===== config.mk =====
export PLATFORM = sky130hd
export DESIGN_NAME = alu8_flags
export DESIGN_NICKNAME = d
export VERILOG_FILES = /design/src/rtl/alu8_flags.sv
export SDC_FILE = /design/constraint.sdc
export NUM_CORES = 1
export LEC_CHECK = 0
export BUFFER_PORTS_ARGS = -buffer_cell sky130_fd_sc_hd__buf_2
export CAP_MARGIN = 20
export CORE_AREA = 2 2 76 78
export DETAILED_ROUTE_END_ITERATION = 10
export DIE_AREA = 0 0 78 80
export GPL_ROUTABILITY_DRIVEN = 0
export PLACE_DENSITY = 0.49
export SYNTH_ARGS = -nofsm -noshare
export SYNTH_HDL_FRONTEND = slang
export SYNTH_SLANG_ARGS = --single-unit
export TNS_END_PERCENT = 10

===== constraint.sdc =====
create_clock -name vclk -period 6
set_input_delay 0.9 -clock vclk [all_inputs]
set_output_delay 0.9 -clock vclk [all_outputs]
set_load 0.05 [all_outputs]

===== src/rtl/alu8_flags.sv =====
module alu8_flags #(
  parameter int W = 8
) (
  input  logic [3:0]   op,
  input  logic [W-1:0] a,
  input  logic [W-1:0] b,
  input  logic         c_in,
  input  logic         d_flag,
  output logic [W-1:0] result,
  output logic         c_out,
  output logic         n_out,
  output logic         z_out,
  output logic         v_out,
  output logic         wr_en,
  output logic         unsupported
);
  localparam logic [3:0] OP_ADD = 4'd0, OP_SUB = 4'd1, OP_CMP = 4'd2,
    OP_AND = 4'd3, OP_OR = 4'd4, OP_XOR = 4'd5, OP_SHL = 4'd6, OP_SHR = 4'd7,
    OP_ROL = 4'd8, OP_ROR = 4'd9, OP_INC = 4'd10, OP_DEC = 4'd11;
  localparam int MSB = W - 1;

  logic         is_arith, is_sub;
  logic [W-1:0] b_eff;
  logic         cin_eff;
  logic [W:0]   sum;
  logic         defined;

  assign is_sub   = (op == OP_SUB) || (op == OP_CMP);
  assign is_arith = (op == OP_ADD) || is_sub;
  assign b_eff    = is_sub ? ~b : b;
  assign cin_eff  = (op == OP_CMP) ? 1'b1 : c_in;
  assign sum      = {1'b0, a} + {1'b0, b_eff} + {{W{1'b0}}, cin_eff};
  assign defined  = op <= OP_DEC;

  always_comb begin
    result = '0;
    c_out  = c_in;
    unique case (op)
      OP_ADD, OP_SUB, OP_CMP: begin result = sum[W-1:0]; c_out = sum[W]; end
      OP_AND: result = a & b;
      OP_OR:  result = a | b;
      OP_XOR: result = a ^ b;
      OP_SHL: begin result = {a[W-2:0], 1'b0};  c_out = a[MSB]; end
      OP_SHR: begin result = {1'b0, a[W-1:1]};  c_out = a[0];   end
      OP_ROL: begin result = {a[W-2:0], c_in};  c_out = a[MSB]; end
      OP_ROR: begin result = {c_in, a[W-1:1]};  c_out = a[0];   end
      OP_INC: result = a + 1'b1;
      OP_DEC: result = a - 1'b1;
      default: ;
    endcase
  end

  assign n_out = result[MSB];
  assign z_out = (result == '0);
  assign v_out = is_arith && (a[MSB] == b_eff[MSB]) && (result[MSB] != a[MSB]);
  assign unsupported = !defined || (d_flag && (op == OP_ADD || op == OP_SUB));
  assign wr_en = !unsupported && (op != OP_CMP);

  always_comb begin
    a_r3_cmp_no_write: assert (!(op == OP_CMP && wr_en));
    a_r4_logic_keeps_carry: assert (!(op inside {OP_AND, OP_OR, OP_XOR}) || c_out == c_in);
    a_r7_incdec_keeps_carry: assert (!(op inside {OP_INC, OP_DEC}) || c_out == c_in);
    a_r9_no_overflow_outside_arith: assert (is_arith || !v_out);
    a_r10_unsupported_blocks_write: assert (!(unsupported && wr_en));
    a_r6_rol_carry_into_lsb: assert (op != OP_ROL || result[0] == c_in);
  end
endmodule


==> results.yml <==
outcome:
  status: "finished, final reports clean"
floorplan:
  dieHeight_um: 80
  die_area_sq_um: 6240
  dieWidth_um: 78
  io_pins: 36
  design.core.area_sq_um: 5405
  start_util_pct: 29.56
  row_count: 27
synth:
  synth_area_leaders: "ha_1, xnor2_1, mux2i_1"
  synth.top_cell.area_share_pct: 18.79
  synth.largest_area_cell: "ha_1"
  yosysWarnings: 0
  syn-num-nets: 262
  syn_area_per_cell_sq_um: 7.466
  netlist_area_sq_um: 1598
  synthCells: 214
  ys_seq_area_share_pct: 0
  synth_most_common_cell: "ha_1"
  synthTopCellsByCount: "ha_1, inv_1, xnor2_1"
  ys_types: 59
power:
  ir_worst_vdd_v: 0.00007859
  leakage_nw: 0.8411
  powerDensity_nw_per_um2: 116.1
clock_network:
  cts_hold_buf: 0
  cts_setup_buffers: 0
  cts_resized: 0
layout:
  diodes: 0
  register_area_sq_um: 0
  seq_cell_count: 0
  multi_input_area_sq_um: 1450
  fill_cells: 613
  area_delta_synth_final_pct: 14.72
  n_clock_buffer: 0
  fin_area_sq_um: 1833
  finalNetCount: 293
  drive_gt1_share_pct: 21.81
  fin_cells: 315
sta:
  rsz0062_at_grt: "no"
  period_minus_slack_ps: 5660
  finalSetupTns_ps: 0
  whs_ps: 2276
  worst_pin_slew_ps: 711.0
  worst_slack_ps: 339.8
  maxSlewViolCount: 0
  finalHoldViolations: 0
  max_freq_ghz: 0.1767
  slew_headroom_pct: 51.96
  post-route-period-util_pct: 94.34
  setup_viol_count_final: 0
critical_path:
  worstSetupStartpointType: "primary input"
  cp.arrival_ps: 4760
  path_class: "primary input to output port"
  critPathLaunch: "op[1]"
  crit_required_ps: 5100
  critPathMaxFanout: 18
  endpoint: "z_out"
  endpoint_kind: "output port"
placement:
  pre_cts_slack_ps: 344.3
  dp_hpwl_um: 3924
  io_buffer_count: 36
  placed_cells: 315
  postPlaceCellArea_sq_um: 1833
detailed_routing:
  vias: 1658
  routedWlPerCell_um: 15.61
  routed_wl_um: 4918
  via_per_inst: 5.263
  remaining_drc_errors: 0
  drt_iter0_markers: 48
  drtAntennaViolNets: 0
  dr.pass1.iters: 4
global_route:
  grt_overflow: 0
  grt_usage_pct: 15.72
  grt_pass1_vias: 1531
  grt_max_degree: 21
  antenna_found_initial: 0
  grt_pass1_wl_um: 7997
min_path:
  hold_path_depth: 3
  hold_class: "primary input to output port"
job:
  cap_violations: 0
-- cell usage in the layout, fill, tap and decap left out, types with 2 or more instances in the layout --
master	count
nor3_1	6
nor2_1	14
o21ai_0	7
a211oi_1	2
a221o_1	2
mux2i_1	9
buf_4	5
o22ai_1	2
nand3_1	5
nand4_1	3
a31oi_1	2
a21o_1	2
nand2_1	12
nor4_1	2
nand2b_1	4
xnor2_1	17
a2bb2oi_1	3
inv_1	20
or3_1	3
nor2b_1	3
a21oi_1	16
o22a_1	2
o221ai_1	5
fa_1	2
a22oi_1	5
ha_1	24
buf_2	36
-- how the worst min path moves through the flow --
stage	slack [ps]	from	endpoint
after floorplan	1980	a[7]	v_out
after global placement	2280	a[7]	v_out
after detailed placement	2280	a[7]	v_out
after CTS	2280	a[7]	v_out
after global routing	2290	a[7]	v_out
final	2280	a[7]	v_out
-- cell families after synthesis --
kind of cell | share of synthesized area, %
mux | 5.638
simple gates | 25.22
fa+ha+maj | 21.30
xor+xnor | 9.867
buf+inv | 10.18
compound gates | 27.80
-- stage by stage --
stage / total power [mW] / utilization [%]
2_1_floorplan: 0.1640 / -
3_3_place_gp: 0.2128 / 33.91
3_5_place_dp: 0.2126 / 33.91
4_1_cts: 0.2134 / 33.91
5_1_grt: 0.2321 / 33.91
6_report: 0.2127 / 33.91
-- report_power, final --
part,switching (mW),internal (mW),leakage (nW)
Combinational,0.139,0.0739,0.841
Clock,0,0,0
Sequential,0,0,0
Total,0.139,0.0739,0.841
-- per-layer routing --
layer | GRT usage [%] | vias up | part of all wire [%]
li1 | - | 850 | -
met1 | 23.42 | 759 | 50
met2 | 26.47 | 49 | 46
met3 | 0.7919 | 0 | 4.8
met4 | 0 | 0 | 0
met5 | 0 | - | 0
-- critical path: stages --
cell and delay, ps:
buf_2 220, nand2_1 160, nand2_1 100, nor2_2 540, xnor2_1 170, fa_1 450, fa_1 430, xnor2_1 150
a22oi_1 130, o221a_1 190, o211ai_1 100, or3_1 350, or3_1 400, nor4_4 150, buf_2 300
-- area by class of cell --
cell class         instances  share of cell area (%)
repair buffers            41                   11.88
multi-input cells        182                   79.11
well taps                 72                   4.915
inverters                 20                   4.096
Note: power is estimated with default switching activity, not from simulation.
